===== src/rtl/i2c_stop_pkg.sv =====
package i2c_stop_pkg;

    typedef enum logic [2:0] {
        ST_IDLE    = 3'd0,
        ST_SDA_LOW = 3'd1,
        ST_SCL_REL = 3'd2,
        ST_SETUP   = 3'd3,
        ST_SDA_REL = 3'd4
    } stop_state_e;

endpackage


===== src/rtl/i2c_stop_detect.sv =====
module i2c_stop_detect #(
    parameter int SYNC_STAGES = 2
) (
    input  logic clk,
    input  logic rst_n,
    input  logic scl_in,
    input  logic sda_in,
    output logic scl_s,
    output logic stop_pulse
);
    typedef struct packed {
        logic [SYNC_STAGES-1:0] scl_sh;
        logic [SYNC_STAGES-1:0] sda_sh;
        logic                   sda_p;
    } det_t;

    det_t det_d, det_q;

    always_comb begin
        det_d        = det_q;
        det_d.scl_sh = {det_q.scl_sh[SYNC_STAGES-2:0], scl_in};
        det_d.sda_sh = {det_q.sda_sh[SYNC_STAGES-2:0], sda_in};
        det_d.sda_p  = det_q.sda_sh[SYNC_STAGES-1];
    end

    always_ff @(posedge clk or negedge rst_n) begin
        if (!rst_n) det_q <= '1;
        else        det_q <= det_d;
    end

    assign scl_s      = det_q.scl_sh[SYNC_STAGES-1];
    assign stop_pulse = scl_s && det_q.sda_sh[SYNC_STAGES-1] && !det_q.sda_p;

endmodule


===== src/rtl/i2c_stop_trigger.sv =====
module i2c_stop_trigger (
    input  logic clk,
    input  logic rst_n,
    input  logic enable,
    input  logic master_mode,
    input  logic rx_mode,
    input  logic ack_en,
    input  logic wr_en,
    input  logic wr_stop,
    input  logic wr_start,
    input  logic wr_release,
    input  logic arb_lost,
    input  logic wait_now,
    input  logic stop_pulse,
    output logic stop_pend,
    output logic stop_det
);
    typedef struct packed {
        logic pend;
        logic det;
    } trig_t;

    trig_t trig_d, trig_q;
    logic  accept, clear_ev, rx_ok;

    always_comb begin
        rx_ok    = !rx_mode || (wait_now && !ack_en);
        accept   = wr_en && wr_stop && !wr_start && master_mode && enable && rx_ok;
        clear_ev = !enable || arb_lost || stop_pulse || (wr_en && wr_release);
        trig_d   = trig_q;
        if (clear_ev)    trig_d.pend = 1'b0;
        else if (accept) trig_d.pend = 1'b1;
        if (!enable)                              trig_d.det = 1'b0;
        else if (stop_pulse)                      trig_d.det = 1'b1;
        else if (wr_en && (wr_stop || wr_start))  trig_d.det = 1'b0;
    end

    always_ff @(posedge clk or negedge rst_n) begin
        if (!rst_n) trig_q <= '0;
        else        trig_q <= trig_d;
    end

    assign stop_pend = trig_q.pend;
    assign stop_det  = trig_q.det;

    // stop together with start is rejected
    a_r3_no_stop_with_start: assert property (@(posedge clk) disable iff (!rst_n)
        (wr_en && wr_stop && wr_start && !stop_pend) |=> !stop_pend);
    // writes outside master mode are ignored
    a_r2_master_only: assert property (@(posedge clk) disable iff (!rst_n)
        (wr_en && !master_mode && !stop_pend) |=> !stop_pend);
    // arbitration loss and disable drop the trigger
    a_r10_auto_clear: assert property (@(posedge clk) disable iff (!rst_n)
        (arb_lost || !enable) |=> !stop_pend);
    // a detected stop raises the flag
    a_r9_det_sets: assert property (@(posedge clk) disable iff (!rst_n)
        (stop_pulse && enable) |=> stop_det);

endmodule


===== src/rtl/i2c_stop_timer.sv =====
module i2c_stop_timer
    import i2c_stop_pkg::*;
#(
    parameter int T_LOW_CYC = 4,
    parameter int T_SU_CYC  = 4
) (
    input  logic clk,
    input  logic rst_n,
    input  logic stop_pend,
    input  logic wait_now,
    input  logic wait_after9,
    input  logic wait_sel,
    input  logic scl_s,
    output logic scl_pull,
    output logic sda_pull,
    output logic stop_active
);
    localparam int MAX_CYC = (T_LOW_CYC > T_SU_CYC) ? T_LOW_CYC : T_SU_CYC;
    localparam int CW      = $clog2(MAX_CYC) + 1;

    typedef struct packed {
        stop_state_e   st;
        logic [CW-1:0] cnt;
    } tmr_t;

    tmr_t tmr_d, tmr_q;
    logic wait_ok;

    always_comb begin
        wait_ok = wait_now && (wait_after9 == wait_sel);
        tmr_d   = tmr_q;
        if (!stop_pend) begin
            tmr_d.st  = ST_IDLE;
            tmr_d.cnt = '0;
        end else begin
            case (tmr_q.st)
                ST_IDLE: begin
                    if (wait_ok) begin
                        tmr_d.st  = ST_SDA_LOW;
                        tmr_d.cnt = '0;
                    end
                end
                ST_SDA_LOW: begin
                    if (tmr_q.cnt == CW'(T_LOW_CYC - 1)) begin
                        tmr_d.st  = ST_SCL_REL;
                        tmr_d.cnt = '0;
                    end else begin
                        tmr_d.cnt = tmr_q.cnt + 1'b1;
                    end
                end
                ST_SCL_REL: begin
                    if (scl_s) begin
                        tmr_d.st  = ST_SETUP;
                        tmr_d.cnt = '0;
                    end
                end
                ST_SETUP: begin
                    if (!scl_s) begin
                        tmr_d.st  = ST_SCL_REL;
                        tmr_d.cnt = '0;
                    end else if (tmr_q.cnt == CW'(T_SU_CYC - 1)) begin
                        tmr_d.st = ST_SDA_REL;
                    end else begin
                        tmr_d.cnt = tmr_q.cnt + 1'b1;
                    end
                end
                ST_SDA_REL: tmr_d = tmr_q;
                default: begin
                    tmr_d.st  = ST_IDLE;
                    tmr_d.cnt = '0;
                end
            endcase
        end
    end

    always_ff @(posedge clk or negedge rst_n) begin
        if (!rst_n) begin
            tmr_q.st  <= ST_IDLE;
            tmr_q.cnt <= '0;
        end else begin
            tmr_q <= tmr_d;
        end
    end

    assign sda_pull    = (tmr_q.st == ST_SDA_LOW) || (tmr_q.st == ST_SCL_REL) || (tmr_q.st == ST_SETUP);
    assign scl_pull    = (tmr_q.st == ST_SDA_LOW);
    assign stop_active = (tmr_q.st != ST_IDLE);

    // SCL is only pulled while SDA is also pulled
    a_r7_scl_needs_sda: assert property (@(posedge clk) disable iff (!rst_n)
        scl_pull |-> sda_pull);
    // setup starts only after a high SCL sample
    a_r7_setup_after_high: assert property (@(posedge clk) disable iff (!rst_n)
        (tmr_q.st == ST_SETUP && $past(tmr_q.st) == ST_SCL_REL) |-> $past(scl_s));
    // SDA released only from a high SCL sample
    a_r8_release_on_high: assert property (@(posedge clk) disable iff (!rst_n)
        (tmr_q.st == ST_SDA_REL && $past(tmr_q.st) == ST_SETUP) |-> $past(scl_s));

endmodule


===== src/rtl/i2c_stop_seq.sv =====
module i2c_stop_seq #(
    parameter int T_LOW_CYC   = 4,
    parameter int T_SU_CYC    = 4,
    parameter int SYNC_STAGES = 2
) (
    input  logic clk,
    input  logic rst_n,
    input  logic enable,
    input  logic master_mode,
    input  logic rx_mode,
    input  logic ack_en,
    input  logic wr_en,
    input  logic wr_stop,
    input  logic wr_start,
    input  logic wr_release,
    input  logic arb_lost,
    input  logic wait_sel,
    input  logic wait_now,
    input  logic wait_after9,
    input  logic scl_in,
    input  logic sda_in,
    output logic scl_pull,
    output logic sda_pull,
    output logic stop_pend,
    output logic stop_active,
    output logic stop_det
);
    logic scl_s, stop_pulse;

    i2c_stop_detect #(.SYNC_STAGES(SYNC_STAGES)) u_detect (
        .clk        (clk),
        .rst_n      (rst_n),
        .scl_in     (scl_in),
        .sda_in     (sda_in),
        .scl_s      (scl_s),
        .stop_pulse (stop_pulse)
    );

    i2c_stop_trigger u_trigger (
        .clk         (clk),
        .rst_n       (rst_n),
        .enable      (enable),
        .master_mode (master_mode),
        .rx_mode     (rx_mode),
        .ack_en      (ack_en),
        .wr_en       (wr_en),
        .wr_stop     (wr_stop),
        .wr_start    (wr_start),
        .wr_release  (wr_release),
        .arb_lost    (arb_lost),
        .wait_now    (wait_now),
        .stop_pulse  (stop_pulse),
        .stop_pend   (stop_pend),
        .stop_det    (stop_det)
    );

    i2c_stop_timer #(.T_LOW_CYC(T_LOW_CYC), .T_SU_CYC(T_SU_CYC)) u_timer (
        .clk         (clk),
        .rst_n       (rst_n),
        .stop_pend   (stop_pend),
        .wait_now    (wait_now),
        .wait_after9 (wait_after9),
        .wait_sel    (wait_sel),
        .scl_s       (scl_s),
        .scl_pull    (scl_pull),
        .sda_pull    (sda_pull),
        .stop_active (stop_active)
    );

endmodule


===== config.mk =====
export PLATFORM = sky130hd
export DESIGN_NAME = i2c_stop_seq
export DESIGN_NICKNAME = d
export VERILOG_FILES = /design/src/rtl/i2c_stop_pkg.sv /design/src/rtl/i2c_stop_detect.sv /design/src/rtl/i2c_stop_trigger.sv /design/src/rtl/i2c_stop_timer.sv /design/src/rtl/i2c_stop_seq.sv
export SDC_FILE = /design/constraint.sdc
export NUM_CORES = 1
export LEC_CHECK = 0
export CORE_MARGIN = 4
export CORE_UTILIZATION = 44
export DETAILED_ROUTE_END_ITERATION = 12
export PLACE_DENSITY = 0.76
export SLEW_MARGIN = 20
export SYNTH_ARGS = -nofsm -noshare
export SYNTH_HDL_FRONTEND = slang
export SYNTH_SLANG_ARGS = --single-unit

===== constraint.sdc =====
create_clock -name clk -period 2.1 [get_ports clk]
set_clock_uncertainty 0.15 [all_clocks]
set_input_delay 0.42 -clock clk [delete_from_list [all_inputs] [get_ports clk]]
set_output_delay 0.42 -clock clk [all_outputs]
set_load 0.01 [all_outputs]

==> results.toml <==
[setup_path]
r2r_slack_ns = 0.25
critical_path_class = "register to output pin"
rr_startpoint = "u_timer.tmr_q[5]"
slowest_stage = "clkdlybuf4s50_1"
required_ns = 1.53
critical-path-max-stage-delay_ns = 0.56
path_buf_inv = 1
critical_path_arrival_ns = 1.48
cp_cell_sequence = "nor3b_1, clkdlybuf4s50_1"
crit_family = "buffers and inverters"
r2r-end = "u_timer.tmr_q[2]"
cp-start-kind = "register"
cp_max_fo = 9
crit_path_end_kind = "output pin"
ff2ff_path_depth = 4

[synthesis]
synth.yosys.seq_area_share = 0.479
synthFlopType = "dfrtp_1"
async_reset_ff_frac = 1.00
synth_area_per_cell_um2 = 11.0
yosysWarnings = 0
ys_ff_latch = 13
syn_nets = 82
synth_edf_count = 0
synth_area_um2 = 692
netlist_instances = 63
synth_cell_type_count = 35

[job]
cap_viol_max_count = 0

[global_routing]
track_usage = 0.128
grt_pass1_wl_um = 1940
antenna_found_initial = 0
grt_pass1_vias = 445
grt_overflow_total = 0
grt_max_degree = 14

[hold_path]
hold_class = "register to register"
whs_path_depth = 0
holdPathEnd = "u_detect.det_d[0]"
hold_start = "u_detect.det_d[2]"

[die]
die_area_um2 = 2270
initial_utilization = 0.465
core_um2 = 1490
die_h_um = 47.7
core.rowCount = 14
die_w_um = 47.7
ios = 21

[placed_design]
io_buffer_count = 20
dp_cells = 99
place_hpwl_um = 990
place.gp.congestion = 0.705

[drt]
wl_per_cell_um = 12.1
drtPass1Iterations = 2
drcViolationCount = 0
drt-initial-drc-count = 4
vias = 535
vias_per_cell = 5.14
antenna_left = 0
wl_um = 1260

[pwr]
vdd_drop_max_v = 0.000366
p_per_area_nw_per_um2 = 483
total_power_w = 0.000458
leakagePower_nw = 0.429

[cts]
numCtsBuffers = 3
htreeDepth = 1
clockRootBuffer = "clkbuf_4"
cts_sinks = 13
clock_latency_ns = 0.27
holdBufCountCts = 0
cts.clk_slew.worst_paths_ns = 0.07
cts_max_path_buffers = 2
cts_tree = "built"

[sta]
final_hold_viol_count = 0
rsz0062_at_grt = "false"
worstMarginPinSlew_ns = 0.549
timing.setup.tns_ns = 0
period_minus_slack_ns = 2.05
final.period_utilization = 0.977
max_slew_margin = 0.633
slew_viol_final = 0
max_freq_mhz = 487
setup_viol = 0

[final_layout]
diodes = 0
fin_cells = 104
flow.area_growth_from_synthesis_pct = 37.1
layout-drive-gt1-share = 0.239
nets = 108

[status]
outcome = "completed"
registers in the layout (all words and copies together) (netlist names):
register,cells
u_detect.scl_s,1
u_trigger.stop_pend,1
u_detect.det_d,3
u_timer.tmr_q,6
u_trigger.stop_det,1
u_detect.det_q,1
how the worst max path moves through the flow:
stage,start,to,slack [ns],depth (start not counted)
final,u_timer.tmr_q[4],scl_pull,0.05,2
after global routing,u_timer.tmr_q[4],scl_pull,0.006,2
after CTS,u_timer.tmr_q[4],scl_pull,0.04,2
after detailed placement,wait_sel,u_timer.tmr_q[2],-0.16,5
after global placement,wait_sel,u_timer.tmr_q[2],-0.11,5
after floorplan,wait_sel,u_timer.tmr_q[4],0.38,4
placed cells by master, fill, tap and decap left out, types with 3 or more instances in the layout:
cell type,count
buf_4,3
clkbuf_4,3
clkdlybuf4s50_1,19
nor2_1,4
dfrtp_1,7
ha_1,3
mux2_1,3
dfstp_2,5
power by group:
group          switching, W  internal (W)  leakage, nW
clock network     0.0000738     0.0000735       0.0150
registers        0.00000308      0.000260        0.162
logic             0.0000150     0.0000326        0.252
total             0.0000919      0.000366        0.429
repair_timing:
action,in CTS,in global routing
endpoints found under the setup margin,1,1
gates resized for setup,2,1
setup buffers,1,0
area by class of cell:
cell class              instances  area (µm²)
well taps                      16        20.0
fillers                       127         541
clock buffers                   4        26.3
repair buffers                 23         221
inverters                       4        16.3
flip-flops and latches         13         333
multi-input cells              44         332
metrics by stage:
step           instance area (µm²)   util  setup slack [ns]  hold slack (ns)
2_1_floorplan                  692      -             0.381          -0.0256
3_3_place_gp                   912  0.613            -0.109            0.196
3_5_place_dp                   912  0.613            -0.164            0.199
4_1_cts                        946  0.635            0.0392            0.211
5_1_grt                        948  0.637           0.00618            0.216
6_report                       948  0.637            0.0483            0.208
cell usage after synthesis, drive strengths merged, types with 2 or more instances:
master	instances	area (µm²)
dfrtp	8	200
nand2	2	7.51
mux2	3	33.8
buf	2	15.0
nand2b	4	30.0
inv	3	11.3
o21ai	2	10.0
nor3	3	20.0
o31ai	2	25.0
a21oi	2	10.0
nand3	2	10.0
dfstp	5	131
ha	3	37.5
nor2	5	18.8
logic make-up (layout without fill, tap and decap cells):
logic type / after synthesis / in the layout / synth area share
simple gates: 25 / 25 / 0.222
mux: 3 / 3 / 0.0488
buf+inv: 6 / 31 / 0.0452
flops: 13 / 13 / 0.479
compound gates: 12 / 12 / 0.137
fa+ha+maj: 3 / 3 / 0.0543
xor+xnor: 1 / 1 / 0.0127
per-layer routing:
layer | part of all wire | up-vias | track usage
li1 | - | 274 | -
met1 | 0.46 | 249 | 0.178
met2 | 0.47 | 10 | 0.174
met3 | 0.059 | 2 | 0.0338
met4 | 0.0079 | 0 | 0.0806
met5 | 0 | - | 0
No activity file was read; power rests on OpenSTA's default activity.
